--- src/rtl/intc_pkg.sv ---
package intc_pkg;
  typedef enum logic {LVL_LO = 1'b0, LVL_HI = 1'b1} lvl_e;
  localparam int NUM_LVL = 2;
endpackage

--- src/rtl/intc_pick.sv ---
module intc_pick #(
  parameter int NUM_SRC = 5,
  localparam int IDX_W = (NUM_SRC > 1) ? $clog2(NUM_SRC) : 1
) (
  input  logic [NUM_SRC-1:0] mask,
  output logic               found,
  output logic [IDX_W-1:0]   idx
);
  // lowest set index wins: scan downward so the last hit is the lowest
  always_comb begin
    found = 1'b0;
    idx   = '0;
    for (int i = NUM_SRC - 1; i >= 0; i--) begin
      if (mask[i]) begin
        found = 1'b1;
        idx   = IDX_W'(i);
      end
    end
  end
endmodule

--- src/rtl/intc_level_track.sv ---
module intc_level_track
  import intc_pkg::*;
(
  input  logic clk,
  input  logic rst_n,
  input  logic take,
  input  lvl_e take_lvl,
  input  logic reti,
  output logic in_hi,
  output logic in_lo
);
  logic nxt_hi, nxt_lo;

  always_comb begin
    nxt_hi = in_hi;
    nxt_lo = in_lo;
    if (reti) begin
      if (in_hi) nxt_hi = 1'b0;
      else       nxt_lo = 1'b0;
    end
    if (take) begin
      if (take_lvl == LVL_HI) nxt_hi = 1'b1;
      else                    nxt_lo = 1'b1;
    end
  end

  always_ff @(posedge clk or negedge rst_n) begin
    if (!rst_n) begin
      in_hi <= 1'b0;
      in_lo <= 1'b0;
    end else begin
      in_hi <= nxt_hi;
      in_lo <= nxt_lo;
    end
  end

  AST_RETI_IDLE: assert property (@(posedge clk) disable iff (!rst_n)
    (reti && !take && !in_hi && !in_lo) |=> (!in_hi && !in_lo));
  AST_RETI_HI_FIRST: assert property (@(posedge clk) disable iff (!rst_n)
    (reti && !take && in_hi) |=> (!in_hi && (in_lo == $past(in_lo))));
  AST_NO_LO_NEST: assert property (@(posedge clk) disable iff (!rst_n)
    (take && take_lvl == LVL_LO) |-> (!in_hi && !in_lo));
endmodule

--- src/rtl/intc_top.sv ---
module intc_top
  import intc_pkg::*;
#(
  parameter int NUM_SRC    = 5,
  parameter int ADDR_W     = 16,
  parameter int VEC_BASE   = 3,
  parameter int VEC_STRIDE = 8
) (
  input  logic               clk,
  input  logic               rst_n,
  input  logic [NUM_SRC-1:0] req_flags,
  input  logic [NUM_SRC-1:0] src_en,
  input  logic               glb_en,
  input  logic [NUM_SRC-1:0] hi_prio,
  output logic               irq_valid,
  input  logic               irq_ready,
  output logic [ADDR_W-1:0]  irq_vec,
  output logic               irq_accept,
  input  logic               reti
);
  localparam int IDX_W = (NUM_SRC > 1) ? $clog2(NUM_SRC) : 1;

  logic [NUM_SRC-1:0] eligible;
  logic [NUM_SRC-1:0] lvl_mask [NUM_LVL];
  logic [NUM_LVL-1:0] lvl_found;
  logic [IDX_W-1:0]   lvl_idx  [NUM_LVL];
  logic               in_hi, in_lo;
  logic               pend_vld;
  logic [IDX_W-1:0]   pend_idx;
  lvl_e               pend_lvl;
  logic               take;

  assign eligible    = req_flags & src_en & {NUM_SRC{glb_en}};
  assign lvl_mask[1] = eligible & hi_prio  & {NUM_SRC{~in_hi}};
  assign lvl_mask[0] = eligible & ~hi_prio & {NUM_SRC{~in_hi & ~in_lo}};

  for (genvar lv = 0; lv < NUM_LVL; lv++) begin : g_lvl
    intc_pick #(.NUM_SRC(NUM_SRC)) u_pick (
      .mask  (lvl_mask[lv]),
      .found (lvl_found[lv]),
      .idx   (lvl_idx[lv])
    );
  end

  assign take = pend_vld & irq_ready;

  always_ff @(posedge clk or negedge rst_n) begin
    if (!rst_n) begin
      pend_vld   <= 1'b0;
      pend_idx   <= '0;
      pend_lvl   <= LVL_LO;
      irq_accept <= 1'b0;
    end else begin
      irq_accept <= take;
      if (take) begin
        pend_vld <= 1'b0;
      end else if (!pend_vld && (|lvl_found)) begin
        pend_vld <= 1'b1;
        pend_idx <= lvl_found[1] ? lvl_idx[1] : lvl_idx[0];
        pend_lvl <= lvl_found[1] ? LVL_HI : LVL_LO;
      end
    end
  end

  intc_level_track u_track (
    .clk      (clk),
    .rst_n    (rst_n),
    .take     (take),
    .take_lvl (pend_lvl),
    .reti     (reti),
    .in_hi    (in_hi),
    .in_lo    (in_lo)
  );

  assign irq_valid = pend_vld;
  assign irq_vec   = ADDR_W'(VEC_BASE) + ADDR_W'(pend_idx) * ADDR_W'(VEC_STRIDE);

  AST_OFFER_HOLD: assert property (@(posedge clk) disable iff (!rst_n)
    (irq_valid && !irq_ready) |=> (irq_valid && $stable(irq_vec)));
  AST_ACCEPT_PULSE: assert property (@(posedge clk) disable iff (!rst_n)
    irq_accept |=> !irq_accept);
  AST_DROP_AFTER_XFER: assert property (@(posedge clk) disable iff (!rst_n)
    (irq_valid && irq_ready) |=> (!irq_valid && irq_accept));
  AST_GLOBAL_GATE: assert property (@(posedge clk) disable iff (!rst_n)
    $rose(irq_valid) |-> $past(glb_en));
  AST_HI_BLOCKS: assert property (@(posedge clk) disable iff (!rst_n)
    $rose(irq_valid) |-> !$past(in_hi));
endmodule

--- config.mk ---
export PLATFORM = sky130hd
export DESIGN_NAME = intc_top
export DESIGN_NICKNAME = d
export VERILOG_FILES = /design/src/rtl/intc_pkg.sv /design/src/rtl/intc_pick.sv /design/src/rtl/intc_level_track.sv /design/src/rtl/intc_top.sv
export SDC_FILE = /design/constraint.sdc
export NUM_CORES = 1
export LEC_CHECK = 0
export BUFFER_PORTS_ARGS = -buffer_cell sky130_fd_sc_hd__clkbuf_2
export CORE_ASPECT_RATIO = 0.75
export CORE_MARGIN = 1
export CORE_UTILIZATION = 30
export CTS_CLUSTER_SIZE = 30
export DETAILED_ROUTE_END_ITERATION = 12
export PLACE_DENSITY_LB_ADDON = 0.2
export SYNTH_ARGS = -nofsm -noshare
export SYNTH_HDL_FRONTEND = slang
export SYNTH_HIERARCHICAL = 1
export SYNTH_SLANG_ARGS = --single-unit
--- constraint.sdc ---
create_clock -name clk -period 2.9 [get_ports clk]
set_input_delay 0.145 -clock clk [delete_from_list [all_inputs] [get_ports clk]]
set_output_delay 0.145 -clock clk [all_outputs]
set_load 0.01 [all_outputs]
==> impl_metrics.yaml, run 1 <==
status:
  outcome: "finished, final reports clean"
floorplan:
  num_rows: 14
  die_height_um: 42.3
  fp.dieW_um: 55.7
  io_pins: 38
  start_util_pct: 32.2
  dieArea_um2: 2350
  core_area_um2: 2010
place:
  place_hpwl_um: 1200
  gp_congestion: 0.831
  numPortBuffers: 24
finish:
  final_common_cell: "clkbuf_2"
  final_nets: 130
  layout-drive-gt1-share_pct: 27.8
  layout_common_cells: "24 x clkbuf_2, 13 x conb_1"
  synthToLayoutAreaGrowth_pct: 19.5
  num_antenna_cells: 0
logic_synthesis:
  syn_area_per_cell_um2: 7.90
  netlist.area_leader.share_pct: 30.9
  yosysUniqueCellTypes: 20
  yosysSeqAreaShare_pct: 30.9
  synth_area_um2: 648
  synth_seq_cells: 8
  yosysWarnings: 6
  postSynthCellCount: 82
  yosys.area.top_type: "dfrtp_1"
  synth_area_leaders: "dfrtp_1 31%, buf_4 15%, nor3_1 6.2%, nand2b_1 5.8%, and4_1 5.4%"
power:
  combinationalPowerShare_pct: 45.0
  p_leak_nw: 0.402
  p_sw_share_pct: 40.2
  powerDensity_nw_per_um2: 686
  seqPwrFrac_pct: 38.6
  p_clk_share_pct: 16.3
  power_switching_w: 0.000214
  vdd_ir_drop_max_v: 0.000513
  p_int_w: 0.000318
  total_power_w: 0.000531
global_routing:
  grt_pass1_vias: 577
  antenna_found_initial: 0
  grt-ovfl-total: 0
  track_usage_pct: 14.8
  grt_max_degree: 9
  grt_pass1_wl_um: 2640
clock_tree:
  worstSkewPairLatency_ns: 0.26
  ctsRootBufferMaster: "clkbuf_4"
  clkTransAtPathRegs_ns: 0.06
  htreeDepth: 1
  cts_sinks: 8
  cts_tree: "done"
  cts.path.max_buffers: 2
  cts_buffers: 3
  post_cts_buffers: 0
critical_path:
  critical_path_class: "flop to flop"
  r2r-start: "u_track/in_hi"
  worst-path-stages: 7
  critical_path.max_fanout: 6
  reg2reg_depth: 7
  crit_buf_inv: 0
  timing.rr.end: "pend_idx[0]"
  crit_slowest_cell: "dfrtp_1"
  worst_ep_arrival_time_ns: 2.03
  cp-start-kind: "flop"
  r2r_slack_ns: 1.01
  critPathMaxStageDelay_ns: 0.39
  critical_path_required_ns: 3.04
  endpoint: "pend_idx[0]"
  startpoint: "u_track/in_hi"
  cp-end-kind: "flop"
  critical_path.top_delay_family: "simple AND/OR/NAND/NOR gates"
  cp_cell_sequence: "nor2b_1, and4_1, nor4_2, nand2b_1, or2_1, o32ai_1, nor2_1"
routing:
  vias_per_cell: 4.61
  drc: 0
  detail_route.first_pass.iterations: 4
  drtIter0Drc: 14
  ant_nets: 0
  wl_um: 1450
  num_vias: 609
  wl_per_cell_um: 10.9
sta:
  period_needed_ns: 1.89
  drv_slew: 0
  max_clock_freq_mhz: 529
  hold_viol: 0
  fin_tns_setup_ns: 0
  setup_viol: 0
  skew_ns: 0.0118
  rsz0062_at_grt: "no"
  timing.final.crit_share_pct: 65.1
worst_hold_path:
  hp-class: "input port to flop"
run:
  drv_cap: 0
## layout make-up
class,count,area (um2)
timing repair buffer,25,130
sequential,8,200
multi-input combinational,66,369
clock buffer,3,22.5
tap,24,30.0
inverter,6,22.5
fill,206,1240
## cells in the mapped netlist
master,number
a22o_1,1
nor2b_1,1
and2_1,3
or2_1,1
nor2_1,8
buf_4,13
conb_1,2
nor3_1,8
nand2b_1,6
nand2b_4,1
o22ai_1,3
o32ai_1,3
and4_1,4
inv_1,6
o21ai_0,1
nand2_1,8
dfrtp_1,8
nand4b_1,1
nor4_2,2
a21oi_1,2
## flip-flops by register name (all words and copies together), names as in the netlist
| register | cells |
|---|---|
| pend_idx | 3 |
| irq_accept | 1 |
| irq_valid | 1 |
| pend_lvl | 1 |
| u_track/in_hi | 1 |
| u_track/in_lo | 1 |
## worst reg2reg max path, delay by kind of cell (launching register included)
family             cells  cell delay [ns]
DFF                    1             0.39
AOI/OAI and AO/OA      1             0.15
and+or+nand+nor        6             1.25
## worst min-delay path by stage
stage | startpoint | endpoint | slack, ns | cells past startpoint
floorplan | rst_n | irq_accept | -0.15 | 0
global placement | rst_n | u_track/in_hi | 0.004 | 1
detailed placement | rst_n | irq_accept | 0.005 | 1
CTS | reti | u_track/in_hi | 0.11 | 2
global route | reti | u_track/in_hi | 0.10 | 2
finish | reti | u_track/in_hi | 0.11 | 2
## through the flow
step / instances / hold WS (ns) / worst slack, ns / area [um2] / util [%]
after floorplan: 93 / -0.151 / 1.25 / 689 / -
after global placement: 128 / 0.00441 / 1.01 / 742 / 36.8
after detailed placement: 128 / 0.00469 / 1.05 / 742 / 36.8
after CTS: 132 / 0.105 / 1.03 / 774 / 38.4
after global routing: 132 / 0.101 / 0.789 / 774 / 38.4
final: 132 / 0.111 / 1.01 / 774 / 38.4
## kinds of logic after synthesis
| logic type | synth area share [%] |
|---|---|
| and+or+nand+nor | 38.8 |
| buffers and inverters | 18.5 |
| AOI/OAI and AO/OA | 10.6 |
| DFF | 30.9 |
| other | 1.16 |
## layer usage
metal	up-vias	global-route usage (%)	routed length, um
met5	-	0	0
met2	24	21.2	546
met4	0	1.50	0
li1	311	-	-
met1	274	20.8	768
met3	0	7.10	130
## power groups by stage
| stage | Sequential (W) | Combinational, W | Clock [W] |
|---|---|---|---|
| final | 0.000205 | 0.000239 | 0.0000867 |
| after CTS | 0.000205 | 0.000241 | 0.0000889 |
| after global routing | 0.000215 | 0.000275 | 0.000100 |
| after global placement | 0.000207 | 0.000235 | 0 |
| after detailed placement | 0.000207 | 0.000236 | 0 |
| after floorplan | 0.000210 | 0.000164 | 0 |
## what timing repair did
action	CTS	global route
resized for setup	0	0
hold buffers	1	0
hold endpoints to repair	8	0
(Power assumes the default switching activity.)
==> run 2, diff against run 1 <==
- clock period: 2.9 -> 1.6 ns (I/O delays scaled with it)
==> run 2 against run 1 <==
Clock skew is 0.010 ns lower. Cell count is 14% higher. Global-route usage is 0.26 points lower. Non-clock buffer count is 18 higher. Critical path type unchanged. Routed wire length is 12% higher. Total power is 130% higher. The run now ends with negative setup slack left. Largest cell class unchanged. Via count is 12% higher.
==> impl_metrics.yaml, run 2 (synthesis gave the netlist of run 1 again) <==
status:
  outcome: "finished, violations left"
  violations: "negative setup slack"
floorplan:
  num_rows: 14
  die_height_um: 42.3
  core_area_um2: 2010
  io_pins: 38
  dieArea_um2: 2350
  fp.dieW_um: 55.7
  start_util_pct: 32.2
sta:
  timing.final.crit_share_pct: 107
  fin_tns_setup_ns: -0.325
  rsz0062_at_grt: "yes"
  period_needed_ns: 1.71
  max_clock_freq_mhz: 586
  drv_slew: 0
  hold_viol: 0
  skew_ns: 0.00163
  setup_ws_ns: -0.106
  setup_viol: 4
place:
  dpl_cell_area_um2: 840
  place_hpwl_um: 1200
  gp_congestion: 0.811
  dp.cells: 141
  numPortBuffers: 24
global_routing:
  grt_pass1_vias: 635
  antenna_found_initial: 0
  grt-ovfl-total: 0
  grt_pass1_wl_um: 2680
  grt_max_degree: 9
  track_usage_pct: 14.6
critical_path:
  r2r_slack_ns: -0.11
  crit_slowest_cell: "dfrtp_2"
  startpoint: "u_track/in_hi"
  cp-end-kind: "flop"
  critPathMaxStageDelay_ns: 0.44
  critical_path.top_delay_family: "simple AND/OR/NAND/NOR gates"
  cp-start-kind: "flop"
  cp_cell_sequence: "nand4b_1, nor2_2, nor4_4, nand2b_1, buf_4, nand2b_4, o22ai_1, nor2_1"
  reg2reg_depth: 8
  critical_path_required_ns: 1.74
  r2r-start: "u_track/in_hi"
  endpoint: "pend_idx[1]"
  crit_buf_inv: 1
  critical_path.max_fanout: 4
  worst-path-stages: 8
  critical_path_class: "flop to flop"
  worst_ep_arrival_time_ns: 1.84
  timing.rr.end: "pend_idx[1]"
routing:
  num_vias: 681
  vias_per_cell: 4.54
  wl_per_cell_um: 10.8
  detail_route.first_pass.iterations: 4
  wl_um: 1620
  ant_nets: 0
  drc: 0
  drtIter0Drc: 18
finish:
  layout-drive-gt1-share_pct: 54.0
  final_nets: 148
  layout_common_cells: "24 x clkbuf_2, 18 x buf_4, 13 x conb_1"
  num_antenna_cells: 0
  fillers: 196
  instances_no_fill: 150
  largest_reg_flops: 3
  synthToLayoutAreaGrowth_pct: 62.7
  final_common_cell: "clkbuf_2"
  final_util_pct: 52.4
  final_area_um2: 1050
  top_register: "pend_idx"
clock_tree:
  cts_buffers: 3
  clkTransAtPathRegs_ns: 0.05
  worstSkewPairLatency_ns: 0.25
  ctsRootBufferMaster: "clkbuf_4"
  cts_sinks: 8
  htreeDepth: 1
  cts.path.max_buffers: 2
  cts_tree: "done"
power:
  vdd_ir_drop_max_v: 0.000816
  total_power_w: 0.00124
  powerDensity_nw_per_um2: 1170
  p_leak_nw: 0.552
worst_hold_path:
  hp-class: "input port to flop"
run:
  drv_cap: 0
==> run 2: through the flow <==
step / worst slack, ns / hold WS, ns
2_1_floorplan: 0.0167 / -0.216
3_3_place_gp: -0.161 / -0.0583
3_5_place_dp: -0.201 / -0.0570
4_1_cts: -0.0792 / 0.0196
5_1_grt: -0.214 / 0.0324
6_report: -0.106 / 0.0239
==> run 2: layer usage <==
layer	track usage (%)	part of all wire, %	wire [um]	vias to the layer above
met2	23.1	45	738	20
met5	0	0	0	-
met4	0.500	0	0	0
li1	-	-	-	350
met1	19.7	48	772	311
met3	5.86	6.8	111	0
==> run 2: cell type report <==
cell class | instances | area, um2 | share of cell area [%]
Timing Repair Buffer | 43 | 265 | 25.1
Sequential cell | 8 | 201 | 19.1
Inverter | 6 | 22.5 | 2.14
Tap cell | 24 | 30.0 | 2.85
Clock buffer | 3 | 22.5 | 2.14
Multi-Input combinational cell | 66 | 513 | 48.6
==> run 2: report_power, final <==
group          switching [W]  internal, W  total, W
clock              0.0000688    0.0000858  0.000155
sequential         0.0000972     0.000294  0.000391
combinational       0.000317     0.000374  0.000691
total               0.000483     0.000754   0.00124
==> run 2: worst min path at each step <==
stage / cells past startpoint / slack [ns] / endpoint / startpoint
3_3_place_gp: 1 / -0.06 / u_track/in_hi / rst_n
3_5_place_dp: 1 / -0.06 / u_track/in_hi / rst_n
4_1_cts: 2 / 0.02 / u_track/in_hi / reti
6_report: 2 / 0.02 / u_track/in_hi / reti
5_1_grt: 2 / 0.03 / u_track/in_hi / reti
2_1_floorplan: 0 / -0.22 / irq_accept / rst_n
==> run 2: repair_timing <==
item                                    4_1_cts  5_1_grt
resized for setup                            15       14
hold endpoints to repair                      8        0
hold buffers                                  1        0
buffers inserted                              5        0
endpoints found under the setup margin        5        5
pin swaps                                    12        2
==> run 3, diff against run 2 <==
==> constraint.sdc (replaced) <==
create_clock -name clk -period 1.6 [get_ports clk]
set_input_delay 0.24 -clock clk [delete_from_list [all_inputs] [get_ports clk]]
set_output_delay 0.24 -clock clk [all_outputs]
set_load 0.01 [all_outputs]
==> run 3 against run 2 <==
Combinational power is 6.5% lower. Critical endpoint is now pend_idx[2]. Largest cell class unchanged. Die area unchanged. Flip-flop and latch count did not move. Fmax decreased by 7.7%. Total power decreased by 4.9%. Clock skew shrank 0.00075 ns. Setup slack got worse by 0.14 ns. Worst hold slack better by 0.16 ns. The flow still finishes with violations (negative setup slack). Sequential power down 3%.
==> impl_metrics.yaml, run 3 (synthesis gave the netlist of run 1 again) <==
critical_path:
  crit_path_frequent_cell: "nor2_1"
  crit_buf_inv: 1
  critical_path.top_delay_family: "simple AND/OR/NAND/NOR gates"
  cp-end-kind: "flop"
  r2r_slack_ns: -0.25
  critical_path_class: "flop to flop"
  reg2reg_depth: 9
  critical_path.max_fanout: 4
  cp_cell_sequence: "nor2_1, nand2_1, nor3_1, buf_4, nor4_4, nand2b_1, or2_4, o32ai_2, nor2_1"
  critical_path_required_ns: 1.73
  timing.rr.end: "pend_idx[2]"
  critPathMaxStageDelay_ns: 0.38
  worst_ep_arrival_time_ns: 1.98
  cp-start-kind: "flop"
  crit_slowest_cell: "dfrtp_1"
  r2r-start: "u_track/in_hi"
clock_tree:
  clkTransAtPathRegs_ns: 0.05
  worstSkewPairLatency_ns: 0.25
  htreeDepth: 1
  cts_buffers: 3
  cts_tree: "done"
  cts_sinks: 8
  cts.path.max_buffers: 2
  ctsRootBufferMaster: "clkbuf_4"
floorplan:
  die_height_um: 42.3
  core_area_um2: 2010
  dieArea_um2: 2350
  io_pins: 38
  start_util_pct: 32.2
  fp.dieW_um: 55.7
  num_rows: 14
finish:
  multi_input_area_um2: 438
  top_register: "pend_idx"
  ff_latch_area_um2: 200
  synthToLayoutAreaGrowth_pct: 52.1
  fillers: 201
  final_area_um2: 986
  layout-drive-gt1-share_pct: 46.8
  final_common_cell: "clkbuf_2"
  largest_reg_flops: 3
  layout_common_cells: "24 x clkbuf_2, 16 x buf_4, 13 x conb_1"
  final_nets: 148
  num_antenna_cells: 0
  final_util_pct: 48.9
worst_hold_path:
  hold_start: "reti"
  hp-class: "input port to flop"
  min_to: "u_track/in_hi"
  worstHoldPathCells: 2
routing:
  vias_per_cell: 4.53
  wl_met3_um: 82
  drtIter0Drc: 5
  detail_route.first_pass.iterations: 4
  wl_um: 1750
  wl_met2_um: 843
  wl_met1_um: 827
  wl_per_cell_um: 11.7
  drc: 0
  ant_nets: 0
  dr.max_layer_used: "met3"
  num_vias: 680
sta:
  rsz0062_at_grt: "yes"
  setup_ws_ns: -0.249
  setup_viol: 5
  timing.final.crit_share_pct: 116
  max_clock_freq_mhz: 541
  drv_slew: 0
  hold_viol: 0
  holdWs_ns: 0.189
  period_needed_ns: 1.85
  skew_ns: 0.000881
global_routing:
  grt-ovfl-total: 0
  grt_pass1_wl_um: 2620
  antenna_found_initial: 0
  grt_max_degree: 9
  grt_pass1_vias: 654
  track_usage_pct: 14.8
place:
  gp_congestion: 0.809
  place_hpwl_um: 1320
  numPortBuffers: 24
  dpl_cell_area_um2: 847
power:
  vdd_ir_drop_max_v: 0.000750
  powerDensity_nw_per_um2: 1190
  p_leak_nw: 0.529
  total_power_w: 0.00118
run:
  drv_cap: 0
status:
  violations: "negative setup slack"
  outcome: "finished, violations left"
## run 3: cell counts in the layout (fill, tap and decap cells not counted)
Identical to the previous run, type by type.
## run 3: area by class of cell
type                       count  area share (%)
multi-input combinational     66            44.4
timing repair buffer          43            27.7
sequential                     8            20.3
tap                           24            3.05
clock buffer                   3            2.28
inverter                       6            2.28
## run 3: worst max path at each step
stage | from | endpoint | slack [ns] | depth (start not counted)
after global routing | u_track/in_hi | pend_idx[1] | -0.35 | 8
after floorplan | u_track/in_hi | pend_idx[1] | 0.02 | 8
after CTS | u_track/in_hi | pend_idx[2] | -0.19 | 8
final | u_track/in_hi | pend_idx[2] | -0.25 | 9
after detailed placement | u_track/in_hi | pend_idx[1] | -0.21 | 9
after global placement | u_track/in_hi | pend_idx[1] | -0.22 | 9
## run 3: what timing repair did
action                                  in CTS  in global routing
resized for setup                            8                  7
pin swaps                                   10                 10
endpoints found under the hold margin        8                  0
setup buffers                                3                  1
endpoints found under the setup margin       5                  5
hold buffers                                 1                  0
## run 3: routing by layer
layer / track usage (%) / vias up
met5: 0 / -
li1: - / 346
met2: 25.5 / 17
met1: 16.9 / 317
met4: 3.00 / 0
met3: 6.79 / 0
## run 3: power breakdown
group	internal (W)	switching (W)
Combinational	0.000344	0.000301
Clock	0.0000856	0.0000659
Sequential	0.000291	0.0000874
Total	0.000721	0.000455
## run 3: stage by stage
| stage | instances | TNS (ns) | worst slack, ns |
|---|---|---|---|
| after global routing | 150 | -1.59 | -0.355 |
| after detailed placement | 142 | -0.829 | -0.213 |
| after CTS | 149 | -0.778 | -0.191 |
| after global placement | 142 | -0.867 | -0.222 |
| final | 150 | -0.981 | -0.249 |
| after floorplan | 93 | 0 | 0.0167 |
